--- src/rtl/pwc_pkg.sv ---
package pwc_pkg;

    // Event passed from the symbol timer to the word packer.
    typedef enum logic [1:0] {
        EV_NONE = 2'd0,
        EV_BIT  = 2'd1,
        EV_END  = 2'd2
    } pwc_event_e;

endpackage

--- src/rtl/pwc_sync.sv ---
module pwc_sync #(
    parameter int unsigned STAGES = 2
) (
    input  logic clk,
    input  logic rst_n,
    input  logic line_in,
    output logic level,
    output logic fall
);

    typedef struct packed {
        logic [STAGES-1:0] sh;
        logic              prev;
    } sync_t;

    sync_t q, d;

    always_comb begin
        d      = q;
        d.sh   = {q.sh[STAGES-2:0], line_in};
        d.prev = q.sh[STAGES-1];
    end

    always_ff @(posedge clk or negedge rst_n) begin
        if (!rst_n) begin
            q <= '{sh: '1, prev: 1'b1};
        end else begin
            q <= d;
        end
    end

    assign level = q.sh[STAGES-1];
    assign fall  = q.prev & ~q.sh[STAGES-1];

endmodule

--- src/rtl/pwc_timer.sv ---
module pwc_timer
    import pwc_pkg::*;
#(
    parameter int unsigned SAMPLE_DLY = 250,
    parameter int unsigned IDLE_LIM   = 750
) (
    input  logic       clk,
    input  logic       rst_n,
    input  logic       level,
    input  logic       fall,
    output pwc_event_e ev,
    output logic       ev_bit,
    output logic       frame_err
);

    localparam int unsigned DLY_W = $clog2(SAMPLE_DLY + 1);
    localparam int unsigned IDL_W = $clog2(IDLE_LIM + 1);
    localparam logic [DLY_W-1:0] DLY_LOAD = DLY_W'(SAMPLE_DLY - 1);
    localparam logic [IDL_W-1:0] IDL_TOP  = IDL_W'(IDLE_LIM - 1);

    typedef struct packed {
        logic             busy;
        logic [DLY_W-1:0] dly_cnt;
        logic             in_frame;
        logic [IDL_W-1:0] idle_cnt;
        pwc_event_e       ev;
        logic             bit_v;
        logic             err;
    } tmr_t;

    tmr_t q, d;

    always_comb begin
        d     = q;
        d.ev  = EV_NONE;
        d.err = 1'b0;
        if (fall) begin
            // retrigger: a new edge always restarts the half-symbol delay
            d.err      = q.busy;
            d.busy     = 1'b1;
            d.dly_cnt  = DLY_LOAD;
            d.idle_cnt = '0;
        end else if (q.busy) begin
            if (q.dly_cnt == '0) begin
                d.busy     = 1'b0;
                d.ev       = EV_BIT;
                d.bit_v    = level;
                d.in_frame = 1'b1;
                d.idle_cnt = '0;
            end else begin
                d.dly_cnt = q.dly_cnt - 1'b1;
            end
        end else if (q.in_frame) begin
            if (q.idle_cnt == IDL_TOP) begin
                d.ev       = EV_END;
                d.in_frame = 1'b0;
                d.idle_cnt = '0;
            end else begin
                d.idle_cnt = q.idle_cnt + 1'b1;
            end
        end
    end

    always_ff @(posedge clk or negedge rst_n) begin
        if (!rst_n) begin
            q <= '{busy: 1'b0, dly_cnt: '0, in_frame: 1'b0, idle_cnt: '0,
                   ev: EV_NONE, bit_v: 1'b0, err: 1'b0};
        end else begin
            q <= d;
        end
    end

    assign ev        = q.ev;
    assign ev_bit    = q.bit_v;
    assign frame_err = q.err;

    // a frame end is never directly preceded by a decoded bit
    assert_end_after_quiet_R5: assert property (@(posedge clk) disable iff (!rst_n)
        (q.ev == EV_END) |-> $past(q.ev != EV_BIT));

    // a framing error pulse lasts one cycle
    assert_err_pulse_R8: assert property (@(posedge clk) disable iff (!rst_n)
        q.err |=> !q.err);

endmodule

--- src/rtl/pwc_packer.sv ---
module pwc_packer
    import pwc_pkg::*;
#(
    parameter int unsigned WORD_W = 8
) (
    input  logic              clk,
    input  logic              rst_n,
    input  pwc_event_e        ev,
    input  logic              ev_bit,
    input  logic              out_ready,
    output logic              out_valid,
    output logic [WORD_W-1:0] out_data,
    output logic [$clog2(WORD_W+1)-1:0] out_count,
    output logic              out_last,
    output logic              overrun
);

    localparam int unsigned CNT_W = $clog2(WORD_W + 1);
    localparam logic [CNT_W-1:0] LAST_IDX = CNT_W'(WORD_W - 1);
    localparam logic [CNT_W-1:0] FULL_CNT = CNT_W'(WORD_W);

    typedef struct packed {
        logic [WORD_W-1:0] acc;
        logic [CNT_W-1:0]  n;
        logic              valid;
        logic [WORD_W-1:0] data;
        logic [CNT_W-1:0]  count;
        logic              last;
        logic              ovr;
    } pk_t;

    pk_t q, d;

    logic              emit;
    logic [WORD_W-1:0] e_data;
    logic [CNT_W-1:0]  e_cnt;
    logic              e_last;
    logic [WORD_W-1:0] nacc;
    logic              accepted;

    always_comb begin
        d        = q;
        emit     = 1'b0;
        e_data   = '0;
        e_cnt    = '0;
        e_last   = 1'b0;
        nacc     = q.acc;
        accepted = q.valid & out_ready;
        d.valid  = q.valid & ~out_ready;

        if (ev == EV_BIT) begin
            nacc[LAST_IDX - q.n] = ev_bit;
            if (q.n == LAST_IDX) begin
                emit   = 1'b1;
                e_data = nacc;
                e_cnt  = FULL_CNT;
                d.acc  = '0;
                d.n    = '0;
            end else begin
                d.acc = nacc;
                d.n   = q.n + 1'b1;
            end
        end else if (ev == EV_END) begin
            emit   = 1'b1;
            e_data = q.acc;
            e_cnt  = q.n;
            e_last = 1'b1;
            d.acc  = '0;
            d.n    = '0;
        end

        if (emit) begin
            d.valid = 1'b1;
            d.data  = e_data;
            d.count = e_cnt;
            d.last  = e_last;
            if (q.valid && !out_ready) begin
                d.ovr = 1'b1;
            end else if (accepted) begin
                d.ovr = 1'b0;
            end
        end else if (accepted) begin
            d.ovr = 1'b0;
        end
    end

    always_ff @(posedge clk or negedge rst_n) begin
        if (!rst_n) begin
            q <= '{acc: '0, n: '0, valid: 1'b0, data: '0, count: '0,
                   last: 1'b0, ovr: 1'b0};
        end else begin
            q <= d;
        end
    end

    assign out_valid = q.valid;
    assign out_data  = q.data;
    assign out_count = q.count;
    assign out_last  = q.last;
    assign overrun   = q.ovr;

    // an offered word is not withdrawn before it is taken
    assert_valid_hold_R6: assert property (@(posedge clk) disable iff (!rst_n)
        (out_valid && !out_ready) |=> out_valid);

    // non-final words are always full
    assert_full_word_R4: assert property (@(posedge clk) disable iff (!rst_n)
        (out_valid && !out_last) |-> (out_count == FULL_CNT));

    // a final word never carries a full count
    assert_last_partial_R5: assert property (@(posedge clk) disable iff (!rst_n)
        (out_valid && out_last) |-> (out_count < FULL_CNT));

    // overrun only rises when a word was left waiting
    assert_overrun_cause_R7: assert property (@(posedge clk) disable iff (!rst_n)
        $rose(overrun) |-> $past(out_valid && !out_ready));

endmodule

--- src/rtl/pwc_rx.sv ---
module pwc_rx
    import pwc_pkg::*;
#(
    parameter int unsigned WORD_W     = 8,
    parameter int unsigned SAMPLE_DLY = 250,
    parameter int unsigned IDLE_LIM   = 750
) (
    input  logic                        clk,
    input  logic                        rst_n,
    input  logic                        line_in,
    input  logic                        out_ready,
    output logic                        out_valid,
    output logic [WORD_W-1:0]           out_data,
    output logic [$clog2(WORD_W+1)-1:0] out_count,
    output logic                        out_last,
    output logic                        overrun,
    output logic                        frame_err
);

    logic       level;
    logic       fall;
    pwc_event_e ev;
    logic       ev_bit;

    pwc_sync #(.STAGES(2)) u_sync (
        .clk     (clk),
        .rst_n   (rst_n),
        .line_in (line_in),
        .level   (level),
        .fall    (fall)
    );

    pwc_timer #(.SAMPLE_DLY(SAMPLE_DLY), .IDLE_LIM(IDLE_LIM)) u_timer (
        .clk       (clk),
        .rst_n     (rst_n),
        .level     (level),
        .fall      (fall),
        .ev        (ev),
        .ev_bit    (ev_bit),
        .frame_err (frame_err)
    );

    pwc_packer #(.WORD_W(WORD_W)) u_pack (
        .clk       (clk),
        .rst_n     (rst_n),
        .ev        (ev),
        .ev_bit    (ev_bit),
        .out_ready (out_ready),
        .out_valid (out_valid),
        .out_data  (out_data),
        .out_count (out_count),
        .out_last  (out_last),
        .overrun   (overrun)
    );

    // no word or flag may appear in the first cycle after reset
    assert_quiet_after_reset_R1: assert property (@(posedge clk) disable iff (!rst_n)
        $rose(rst_n) |-> (!out_valid && !overrun && !frame_err));

endmodule

--- config.mk ---
export PLATFORM = sky130hd
export DESIGN_NAME = pwc_rx
export DESIGN_NICKNAME = d
export VERILOG_FILES = /design/src/rtl/pwc_pkg.sv /design/src/rtl/pwc_sync.sv /design/src/rtl/pwc_timer.sv /design/src/rtl/pwc_packer.sv /design/src/rtl/pwc_rx.sv
export SDC_FILE = /design/constraint.sdc
export NUM_CORES = 1
export LEC_CHECK = 0
export BUFFER_PORTS_ARGS = -buffer_cell sky130_fd_sc_hd__buf_2
export CAP_MARGIN = 20
export CORE_MARGIN = 3
export CORE_UTILIZATION = 25
export CTS_BUF_LIST = sky130_fd_sc_hd__clkbuf_2
export DETAILED_ROUTE_END_ITERATION = 16
export MAX_ROUTING_LAYER = met4
export PLACE_DENSITY = 0.45
export RECOVER_POWER = 50
export SETUP_SLACK_MARGIN = 0.2
export SYNTH_ARGS = -nofsm -noshare
export SYNTH_HDL_FRONTEND = slang
export SYNTH_SLANG_ARGS = --single-unit
--- constraint.sdc ---
create_clock -name clk -period 5.1 [get_ports clk]
set_input_delay 0 -clock clk [delete_from_list [all_inputs] [get_ports clk]]
set_output_delay 0 -clock clk [all_outputs]
set_load 0.02 [all_outputs]
==> results.md <==
Placed design:
- The minimum setup slack after placement is approximately 2.7 ns.
- The last weighted congestion value of the routability-driven placer is about 0.77.
- After detailed placement, the total cell area comes to 0.002849 mm2.
- Counting tap cells, the placed design contains a total of roughly 410 instances.
- Input and output buffers added on the ports amount to 19.
- Once detailed placement completed, the half-perimeter wirelength came to roughly 3700 um.

Timing:
- The minimum period implied by the final worst setup slack is between 2 and 3 ns.
- The number of hold violations in the final report came to 0.
- The tightest hold margin is ~0.19 ns.
- Headroom to the max-slew limit came out at -0.9390.
- The count of final max-slew check failures is 55.
- The final worst setup slack is 2.401 ns.
- At the pin with the least slew margin, the transition time is about 2.9 ns.
- Derived from the worst setup path, the maximum achievable clock frequency is approximately 370 MHz.
- Setup repair after global routing left no endpoint under its margin.
- Setup violations remaining at the end of the flow were counted as 0.
- Of the available clock period, the critical path in the final layout requires 0.5291.
- The total negative slack is 0 ns.
- The worst setup skew after layout is 0.01992 ns.

Logic synthesis:
- The most instantiated library cell after synthesis is dfrtp_1.
- The xor/xnor cell area share of the yosys netlist is 0.01617.
- Of the total synthesized cell area, the portion taken by full adders, half adders and majority gates is 0.03697.
- The commonest cells after synthesis are 51 x dfrtp_1, 41 x nand2_1, 32 x o21ai_0.
- The mux contribution to synthesized area is 0.03327.
- The cell area after synthesis is 0.002708 mm2.
- The netlist uses between 40 and 50 different library cells.
- Of all flip-flops after synthesis, the portion carrying an async set or reset was 1.000.
- The post-synthesis compound-gate area fraction was 0.1474.
- Of the total synthesized cell area, the portion taken by AND, OR, NAND and NOR gates is 0.1978.
- In the post-synthesis netlist, the biggest area contributors are dfrtp_1 47%, o21ai_0 5.9%, nand2_1 5.7%.
- Counting every net in the synthesized netlist gives around 290.
- For this run, the register share of the synthesized area comes to 0.5005.
- Yosys printed 0 warnings.
- The number of register bits inferred by synthesis is 54.
- The share of Yosys cell area claimed by the top area cell type is 0.4713.
- The cell count after synthesis came out at roughly 280.
- In the synthesized netlist the dominant register cell turns out to be dfrtp_1.
- The average footprint of a synthesized cell is between 9 and 10 um2.
- The largest family of logic cells by synthesized area is simple AND/OR/NAND/NOR gates.
- Of all cell types, the one taking the most synthesized area is dfrtp_1.
- The synthesized design contains 0 enable-type register cells.

Layout:
- With fillers left out, the area of the finished cells amounts to between 0.002 and 0.003 mm2.
- At the end of the flow, the number of nets in the layout was 295.
- The area growth from synthesis to layout is 7.717%.
- The filler-free cell count of the finished design is between 400 and 500.
- The share of the core filled with cells is 0.2800.
- The number of diodes is 0.
- The sequential cell area in the final layout is 0.001355 mm2.
- In the final layout, the share of cells above drive strength 1 is 0.1127.
- In the final layout, the multi-input gates occupy between 0.001 and 0.0015 mm2.
- The count of fill cells added during filler insertion is between 1000 and 1500.

Global routing:
- The total overflow left after global routing is 0.
- Entering global routing, the biggest net connects 55 pins.
- The number of antenna violations at the first check in global routing is 0.
- The global routing usage summed across all routing layers is 0.1049.
- The first-pass GRT wire length is 9860 um.
- The via count of the first global-routing pass was 1982.

Floorplan:
- The core outline area is around 0.010 mm2.
- After floorplanning, the core was divided into 37 placement rows.
- The floorplan step defined a die boundary enclosing between 0.01 and 0.015 mm2.
- The die boundary height is 110.1 um.
- The number of top-level pins is 20.
- The effective utilization at floorplan is 0.2599.
- The chip width is between 100 and 150 um.

Route:
- The number of detailed-routing iterations run before antenna repair is 4.
- After detailed routing, the number of vias per cell comes to approximately 4.7.
- After detailed routing, the total wire length is around 5500 um.
- The routed layout has about 2000 vias.
- For this run, design rule violations remaining after detail routing come to 0.
- In this run, the number of DRC markers left after iteration 0 of detailed routing was 66.
- Once detail routing completed, the nets flagged for antenna violations numbered 0.
- The average detailed-routed wire length per instance is between 10 and 15 um.

Worst setup path:
- The startpoint kind of the worst setup timing path is a primary input.
- The maximum net fanout on the critical path is 54.
- In this run the critical register-to-register path is launched from u_timer.q[15]$_DFFE_PN0P_.
- The logic depth of the worst register-to-register path is 6.
- The endpoint class of the critical path is an asynchronous set/reset pin.
- The data required time of the critical path is around 5.1 ns.
- Across all register-to-register paths, the minimum setup slack is around 2.9 ns.
- The worst setup path is of the in -> async kind.
- The critical path starts at rst_n.
- The data arrival time of the critical path is 2.68 ns.
- The endpoint identified for the worst register-to-register timing path is u_timer.q[8]$_DFFE_PN0P_.

Run status:
- The final reports fail on max-capacitance violations, max-slew violations.
- The flow ran to the end, but the final reports show violations.

Power and ir drop:
- In this run the static leakage power is ~1.2 nW.
- The power per unit of standard cell area is between 200 and 250 mW/mm2.
- The power after layout is between 700 and 800 uW.
- The worst voltage drop across the vdd grid is 0.1531 mV.

Job:
- The number of maximum-capacitance violations is 1.

Clock tree:
- The clock passes through at most 2 buffers.
- The post-CTS setup-driven buffer insertion count is 0.
- The number of clock buffers inserted by TritonCTS is 5.
- The clock tree synthesis step divided the H-tree into 2 levels.
- The clock latency at the later pin of the worst-skew pair is around 0.43 ns.
- TritonCTS built the clock tree.
- The tree is rooted in a clkbuf_2.
- After clock tree synthesis, the clock-pin slew on the worst setup and hold paths is approximately 0.25 ns.
- The number of sinks handled by clock tree synthesis is 54.

Worst hold path:
- The endpoint of the worst hold-timing path is u_sync.d[2]$_DFF_PN1_.
- The number of cells on the worst hold path is 2.
- The class of the worst hold path is in -> reg.
- The start point of the worst min-delay path is line_in.
## critical path, stage by stage
cell and delay (ns):
dlygate4sd3_1 0.52, buf_2 0.09, clkbuf_1 2.06
## layout make-up
cell class	instances	area share
Multi-Input combinational cell	184	0.4007
Clock buffer	6	0.01030
Tap cell	136	0.05834
Sequential cell	54	0.4646
Inverter	14	0.01802
Clock inverter	2	0.003432
Timing Repair Buffer	24	0.04462
## cell families (layout without fill, tap and decap cells)
logic type,count (synthesis),count (layout)
AOI/OAI and AO/OA,62,62
xor gates and xnor gates,5,5
adders and majority gates,8,8
buffers and inverters,37,46
DFF,54,54
muxes,9,9
and+or+nand+nor,100,100
## power breakdown
part           switching, mW  leakage [nW]  internal (mW)  total [mW]
logic                 0.0364         0.441         0.0293      0.0657
clock network          0.137        0.0327         0.0346       0.171
registers             0.0249         0.707          0.449       0.474
## sequential cells by signal, summed over array words and instances, names as in the netlist, 2 cells and up
signal and flops:
u_pack.q 12, u_pack.out_count 4, u_timer.q 20, u_pack.out_data 8, u_timer.ev 2
## layer usage
layer / vias up / part of all wire / GRT usage
met2: 26 / 0.46 / 0.1620
met1: 951 / 0.50 / 0.1388
met4: 0 / 0.0096 / 0.02939
met3: 5 / 0.033 / 0.02330
li1: 984 / - / -
met5: - / 0 / -
## how the worst max path moves through the flow
stage                                      to  cells past startpoint  slack (ns)
3_5_place_dp   u_pack.out_data[0]$_DFFE_PN0P_                      4        2.71
6_report            u_timer.q[17]$_DFFE_PN0P_                      3        2.40
3_3_place_gp   u_pack.out_data[0]$_DFFE_PN0P_                      4        2.77
4_1_cts        u_pack.out_data[0]$_DFFE_PN0P_                      4        2.67
5_1_grt        u_pack.out_data[7]$_DFFE_PN0P_                      3        1.79
2_1_floorplan       u_timer.q[18]$_DFFE_PN0P_                      6        3.29
## cell usage in the layout (no fill, tap or decap), types with 3 or more instances in the layout
cell,count
nand2b_1,3
xor2_1,3
a22oi_1,7
inv_1,14
nand2_1,41
o31ai_1,3
dfrtp_1,51
clkbuf_1,6
nand3_1,9
mux2i_1,9
o21ai_0,32
buf_2,14
nor4b_1,4
or3_1,6
clkbuf_2,6
a21oi_1,5
a31oi_1,5
and3_1,4
nor3_1,5
ha_1,8
dlygate4sd3_1,3
nand4_1,4
nor2b_1,3
nor2_1,7
## timing repair
item | CTS | global route
resized for setup | 0 | 0
hold buffers | 3 | 0
hold endpoints to repair | 54 | 0
Power figures use the tool's default switching activity.
